### src/rtl/alu8_pkg.sv
package alu8_pkg;

    localparam int ALU_W = 8;

    typedef enum logic [2:0] {
        OP_ADD = 3'b000,
        OP_SUB = 3'b001,
        OP_AND = 3'b010,
        OP_OR  = 3'b011,
        OP_NOT = 3'b100,
        OP_XOR = 3'b101,
        OP_LT  = 3'b110,
        OP_GE  = 3'b111
    } alu_op_e;

    typedef enum logic [1:0] {
        LF_AND = 2'b00,
        LF_OR  = 2'b01,
        LF_XOR = 2'b10,
        LF_NOT = 2'b11
    } logic_fn_e;

endpackage

### src/rtl/alu8_addsub.sv
module alu8_addsub #(
    parameter int W = 8
) (
    input  logic [W-1:0] a_i,
    input  logic [W-1:0] b_i,
    input  logic         sub_i,
    output logic [W-1:0] sum_o,
    output logic         ovf_o
);
    logic [W-1:0] b_eff_d;

    always_comb begin
        // Subtraction: invert b and add one through the carry-in.
        b_eff_d = sub_i ? ~b_i : b_i;
        sum_o   = a_i + b_eff_d + W'(sub_i);
        // Signed overflow: the addends agree in sign and the sum disagrees.
        ovf_o   = (a_i[W-1] == b_eff_d[W-1]) && (sum_o[W-1] != a_i[W-1]);
    end
endmodule

### src/rtl/alu8_bitwise.sv
module alu8_bitwise
    import alu8_pkg::*;
#(
    parameter int W = 8
) (
    input  logic [W-1:0] a_i,
    input  logic [W-1:0] b_i,
    input  logic_fn_e    fn_i,
    output logic [W-1:0] res_o
);
    always_comb begin
        unique case (fn_i)
            LF_AND:  res_o = a_i & b_i;
            LF_OR:   res_o = a_i | b_i;
            LF_XOR:  res_o = a_i ^ b_i;
            LF_NOT:  res_o = ~a_i;
            default: res_o = '0;
        endcase
    end
endmodule

### src/rtl/alu8_scmp.sv
module alu8_scmp #(
    parameter int W = 8
) (
    input  logic [W-1:0] a_i,
    input  logic [W-1:0] b_i,
    output logic         lt_o
);
    logic [W:0] diff_d;

    always_comb begin
        // Sign-extend by one bit so the difference cannot wrap.
        diff_d = {a_i[W-1], a_i} - {b_i[W-1], b_i};
        lt_o   = diff_d[W];
    end
endmodule

### src/rtl/alu8_top.sv
module alu8_top
    import alu8_pkg::*;
#(
    parameter int W = ALU_W
) (
    input  logic [W-1:0] op_x,
    input  logic [W-1:0] op_y,
    input  logic [2:0]   op_sel,
    output logic [W-1:0] result_o,
    output logic         ovf_o
);
    typedef struct packed {
        logic [W-1:0] res;
        logic         ovf;
    } alu_out_t;

    alu_op_e      op_d;
    logic         sub_d;
    logic [W-1:0] arith_d;
    logic         arith_ovf_d;
    logic_fn_e    lfn_d;
    logic [W-1:0] logic_d;
    logic         lt_d;
    alu_out_t     out_d;

    always_comb begin
        op_d  = alu_op_e'(op_sel);
        sub_d = (op_d == OP_SUB);
        unique case (op_d)
            OP_AND:  lfn_d = LF_AND;
            OP_OR:   lfn_d = LF_OR;
            OP_XOR:  lfn_d = LF_XOR;
            OP_NOT:  lfn_d = LF_NOT;
            default: lfn_d = LF_AND;
        endcase
    end

    alu8_addsub #(.W(W)) addsub_i (
        .a_i   (op_x),
        .b_i   (op_y),
        .sub_i (sub_d),
        .sum_o (arith_d),
        .ovf_o (arith_ovf_d)
    );

    alu8_bitwise #(.W(W)) bitwise_i (
        .a_i   (op_x),
        .b_i   (op_y),
        .fn_i  (lfn_d),
        .res_o (logic_d)
    );

    alu8_scmp #(.W(W)) scmp_i (
        .a_i  (op_x),
        .b_i  (op_y),
        .lt_o (lt_d)
    );

    always_comb begin
        out_d = '0;
        unique case (op_d)
            OP_ADD, OP_SUB: begin
                out_d.res = arith_d;
                out_d.ovf = arith_ovf_d;
            end
            OP_AND, OP_OR, OP_NOT, OP_XOR: out_d.res = logic_d;
            OP_LT:   out_d.res = {{(W-1){1'b0}}, lt_d};
            OP_GE:   out_d.res = {{(W-1){1'b0}}, ~lt_d};
            default: out_d = '0;
        endcase
    end

    assign result_o = out_d.res;
    assign ovf_o    = out_d.ovf;
endmodule

### config.mk
export PLATFORM = sky130hd
export DESIGN_NAME = alu8_top
export DESIGN_NICKNAME = d
export VERILOG_FILES = /design/src/rtl/alu8_pkg.sv /design/src/rtl/alu8_addsub.sv /design/src/rtl/alu8_bitwise.sv /design/src/rtl/alu8_scmp.sv /design/src/rtl/alu8_top.sv
export SDC_FILE = /design/constraint.sdc
export NUM_CORES = 1
export LEC_CHECK = 0
export CAP_MARGIN = 10
export CELL_PAD_IN_SITES_DETAIL_PLACEMENT = 1
export CELL_PAD_IN_SITES_GLOBAL_PLACEMENT = 2
export CORE_MARGIN = 3
export CORE_UTILIZATION = 28
export DETAILED_ROUTE_END_ITERATION = 16
export MAX_ROUTING_LAYER = met4
export PLACE_DENSITY_LB_ADDON = 0.1
export SLEW_MARGIN = 0
export SYNTH_ARGS = -nofsm -noshare
export SYNTH_HDL_FRONTEND = slang
export SYNTH_SLANG_ARGS = --single-unit
### constraint.sdc
create_clock -name vclk -period 2.4
set_input_delay 0.24 -clock vclk [all_inputs]
set_output_delay 0.24 -clock vclk [all_outputs]
set_load 0.01 [all_outputs]
---- Yosys cells after proc, flatten, opt, wreduce, memory -nomap -nowiden ----
Cells that the tools add are included.
W data, S select, Z words.
cells by class
  multiply operators ...................... 0
  bitwise logic cells ..................... 6
  div/mod/pow operators ................... 0
  equal/unequal tests ..................... 12
  shift-type cells ........................ 0
  $add $sub $neg .......................... 3
  reduce and logical (&&, ||, !) cells .... 5
  multiplexer cells ....................... 5
  $lt $le $gt $ge ......................... 0
operators by type and width
  cell                  count
  $pmux W8 S4           2
  $not A8 Y8            2
  $eq A3 B3 Y1 const B  4
  $sub A8 B8 Y9         1
  $add A8 B1 Y8         1
  $add A8 B8 Y8         1
  $and A8 B8 Y8         1
  $mux W8               1
  $or A8 B8 Y8          1
  $xor A8 B8 Y8         1
  $eq A3 B2 Y1 const B  2
  $pmux W2 S3           1
  $eq A2 B2 Y1 const B  2
  $reduce_or A4 Y1      1
  $eq A3 B1 Y1 const B  1
  $logic_not A3 Y1      1
  $eq A2 B1 Y1 const B  1
  $logic_not A2 Y1      1
  $reduce_or A2 Y1      1
  $eq A1 B1 Y1          1
  $logic_and A1 B1 Y1   1
  $mux W1               1
  $ne A1 B1 Y1          1
  $not A1 Y1            1
storage, ports and cells
  memories kept ........................... 0
  output and inout bits ................... 9
  input port bits ......................... 19
  register bits ........................... 0
  latch bits .............................. 0
  bits in read-only memories .............. 0
  bits in writable memories ............... 0
  word-level logic and storage cells ...... 31

---- Longest topological paths before layout ----
  depth after elaboration ................. 7
  mapped depth ............................ 10
  depth with buffers taken out ............ 8

---- Modules after synthesis ----
A second synthesis with hierarchy kept.
second synthesis, totals
  cell total of the unflattened synthesis .. 157
  area total of the unflattened synthesis .. 1308.8 um2
modules (own cells, without submodules)
  module        cells each  area each (um2)  seq. area each (um2)  times used
  alu8_bitwise  50          493.0            0.0                   1
  alu8_addsub   49          410.4            0.0                   1
  alu8_top      35          222.7            0.0                   1
  alu8_scmp     23          182.7            0.0                   1

---- Least setup slack after synthesis ----
No wires, ideal clock.
  path kind ............................... input to output
  start ................................... input port op_sel[2]
  end ..................................... output port ovf_o
  path slack .............................. -0.122 ns
  path buffers ............................ 2
  stages .................................. 10
  data required time ...................... 2.160 ns
  data arrival time ....................... 2.282 ns
  cells stage by stage .................... clkbuf_1 > nor3b_1 > buf_2 > xnor2_1 > ha_1 > nand2_1 > o311ai_4 > a31oi_2 > or3b_1 > a21boi_1
between the ends
  word-level cells in the longest chain between the ends .. 7
  elaborated cells on any way between the ends .. 10
  those cells by class .................... 2 x add/sub; 3 x eq/ne; 2 x mux; 3 x reduce/logical
RTL lines
  element              RTL line                        source
  start: declaration   alu8_top.sv:8                   input logic [2:0] op_sel,
  $eq A3 B1 Y1         alu8_top.sv:28, alu8_top.sv:61
  $mux W8              alu8_addsub.sv:14               b_eff_d = sub_i ? ~b_i : b_i;
  $add A8 B8 Y8        alu8_addsub.sv:15               sum_o = a_i + b_eff_d + W'(sub_i);
  $add A8 B1 Y8        alu8_addsub.sv:15
  $ne A1 B1 Y1         alu8_addsub.sv:17               ovf_o = (a_i[W-1] == b_eff_d[W-1]) && (sum_o[W-1] != a_i[W-1]);
  $logic_and A1 B1 Y1  alu8_addsub.sv:17
  $mux W1 *            alu8_top.sv:61                  unique case (op_d)
  end: declaration     alu8_top.sv:10                  output logic ovf_o
Mark *: on every way between the ends. The rest lies on a longest branch, timed or not.

---- Worst setup path in the final report ----
  start ................................... input port op_sel[1]
  end ..................................... output port result_o[7]
between the ends
  word-level cells in the longest chain between the ends .. 5
  elaborated cells on any way between the ends .. 20
  those cells by class .................... 2 x add/sub; 10 x eq/ne; 4 x mux; 4 x reduce/logical
RTL lines
  element                                       RTL line                               source
  $eq A3 B1 Y1, or another cell as far along    alu8_top.sv:28, alu8_top.sv:61
  $mux W8 or $pmux W2 S3 (tied branches)        alu8_addsub.sv:14, alu8_top.sv:29
  $add A8 B8 Y8, or another cell as far along   alu8_addsub.sv:15
  $add A8 B1 Y8 or $pmux W8 S4 (tied branches)  alu8_addsub.sv:15, alu8_bitwise.sv:12
  $pmux W8 S4 *                                 alu8_top.sv:61
  end: declaration                              alu8_top.sv:9                          output logic [W-1:0] result_o,
Marks and branches as above.

==> flow_metrics.tcl <==
set metrics [dict create \
    status "finished, violations left" \
    violations "negative setup slack" \
    dieArea_mm2 0.005817 \
    yosys.cell_types.count 45 \
    hold_viol 0 \
    setup_viol 3 \
    coreArea_mm2 0.004564 \
    final_area_mm2 0.002604 \
    final_util_pct 57.05 \
    p_leak_nw 1.252 \
    dp_cells 327 \
    min_path_cells 6 \
    finalCritPeriodShare_pct 106.3 \
    hold_path_startpoint "op_x[7]" \
    critPathMaxFanout 4 \
    port_buffers 28 \
    synthTopCellsByArea "ha_1 (30%), xnor2_1 (7.0%), inv_1 (5.7%)" \
    avgSynthCellArea_um2 7.393 \
    stdcell_count 336 \
    finalSetupTns_ns -0.3111 \
    max_freq_ghz 0.3921 \
    cp.required_ns 2.16 \
    die_width_um 76.27 \
    p_per_area_mw_per_mm2 242.5 \
    critical_path_class "in -> out" \
    min_path_type "in -> out" \
    wl_per_cell_um 17.38 \
    synth_area_mm2 0.001383 \
    seq_area_frac_synth_pct 0 \
    cp-end-kind "output port" \
    grt_max_degree 16 \
    yosysMostFrequentCell "ha_1" \
    rows 24 \
    yosysTopAreaCellShare_pct 29.86 \
    grt-ovfl-total 0 \
    ant_nets 0 \
    peakVddDrop_mv 0.1360 \
    filler_cell_count 541 \
    multiInputGateArea_mm2 0.001660 \
    maxCapViolations 0 \
    drive_gt1_share_pct 48.34 \
    finalCriticalPeriod_ns 2.551 \
    holdPathEnd "ovf_o" \
    worst_pin_slew_ns 0.4078 \
    rsz0062_at_grt "yes" \
    grt_pass1_vias 1841 \
    clkbuf_count 0 \
    syn_to_final_growth_pct 88.33 \
    antenna_found_initial 0 \
    netlist.top_cell.by_area "ha_1" \
    final_net_count 326 \
    diodes 0 \
    num_vias 1730 \
    register_area_um2 0 \
    slew_violations 0 \
    hpwl_mm 4.240 \
    hold_ws_ns 1.045 \
    drtPass1Iterations 4 \
    start_util_pct 30.29 \
    placed_area_mm2 0.002133 \
    ctsHoldBuffers 0 \
    startpoint_type "input pin" \
    wl_mm 5.838 \
    routed_via_density 5.149 \
    seq_cells 0 \
    grt.total_usage_pct 19.60 \
    relSlewSlack_pct 72.47 \
    drc 0 \
    grt_pass1_wl_mm 9.246 \
    io_pins 28 \
    synth_fp_nets 240 \
    yosys-top-cells-count "ha_1 (33), inv_1 (21), o21ai_0 (15), xnor2_1 (11), nand2_1 (9)" \
    die_y_um 76.27 \
    place_congestion 0.8331 \
    yosysWarningCount 0 \
    dr.first_iter.drc_count 46 \
    crit_arrival_ns 2.31 \
    worst_slack_ns -0.1506 \
    synth_cells 187 \
]
[placed cells by master, fill, tap and decap left out, types with 3 or more instances in the layout]
cell type       synthesis  final
a21o_1                  7      7
a21oi_4                 0      3
a31oi_1                 5      4
buf_2                   1      7
buf_4                   0     58
buf_6                   0      8
dlygate4sd2_1           0     10
dlymetal6s2s_1          0      6
ha_1                   33     20
ha_4                    0     13
inv_1                  21      9
inv_2                   0     12
nand2_1                 9      8
nand2b_1                6      5
nor2_1                  8      8
nor2b_1                 4      4
nor3b_1                 4      3
o21a_1                  4      4
o21ai_0                15     12
o221ai_1                5      5
xnor2_1                11      4
xnor2_2                 0      4
xnor2_4                 0      3
[per-layer routing]
| metal | global-route usage, % | part of all wire (%) |
|---|---|---|
| met1 | 23.92 | 44 |
| met2 | 36.56 | 53 |
| met3 | 1.064 | 2.1 |
| met4 | 1.993 | 1.0 |
| met5 | - | 0 |
[final cells by class]
cell class / instances / area share [%]
multi-input combinational: 157 / 63.77
tap: 65 / 3.123
timing repair buffer: 93 / 30.08
inverter: 21 / 3.027
[where the power goes]
part	internal (mW)	leakage (nW)	switching [mW]
clock	0	0	0
combinational	0.333	1.25	0.299
sequential	0	0	0
[critical path, cell delays in order]
cell and delay [ns]:
buf_6 0.10, nor3b_4 0.21, buf_12 0.16, buf_12 0.12
xnor2_2 0.12, ha_4 0.24, a21o_1 0.20, a31o_4 0.23
a31oi_4 0.17, buf_6 0.12, xnor2_1 0.10, o2bb2ai_1 0.13
buf_2 0.15
[cell families after synthesis]
group,count (synthesis),synth area share (%)
AOI/OAI and AO/OA,63,32.94
and+or+nand+nor,47,19.28
adders and majority gates,34,31.31
buffers and inverters,30,8.235
xor gates and xnor gates,13,8.235
[through the flow]
| step | setup WS, ns | total power, mW |
|---|---|---|
| after global placement | -0.9258 | 0.4659 |
| final | -0.1506 | 0.6315 |
| after global routing | -0.2329 | 0.6838 |
| after CTS | -0.1835 | 0.5659 |
| after detailed placement | -1.093 | 0.4841 |
| after floorplan | -0.03761 | 0.2364 |
[how the worst max path moves through the flow]
stage	depth (start not counted)	endpoint	slack, ns	startpoint
3_3_place_gp	11	ovf_o	-0.93	op_sel[0]
4_1_cts	11	ovf_o	-0.18	op_sel[2]
2_1_floorplan	10	ovf_o	-0.04	op_sel[2]
5_1_grt	13	result_o[7]	-0.23	op_sel[1]
6_report	13	result_o[7]	-0.15	op_sel[1]
3_5_place_dp	12	result_o[5]	-1.09	op_sel[0]
[what timing repair did]
action,CTS,global route
setup buffers,7,3
endpoints found under the setup margin,9,7
pin swaps,26,24
resized for setup,100,33
Power figures use the tool's default switching activity.
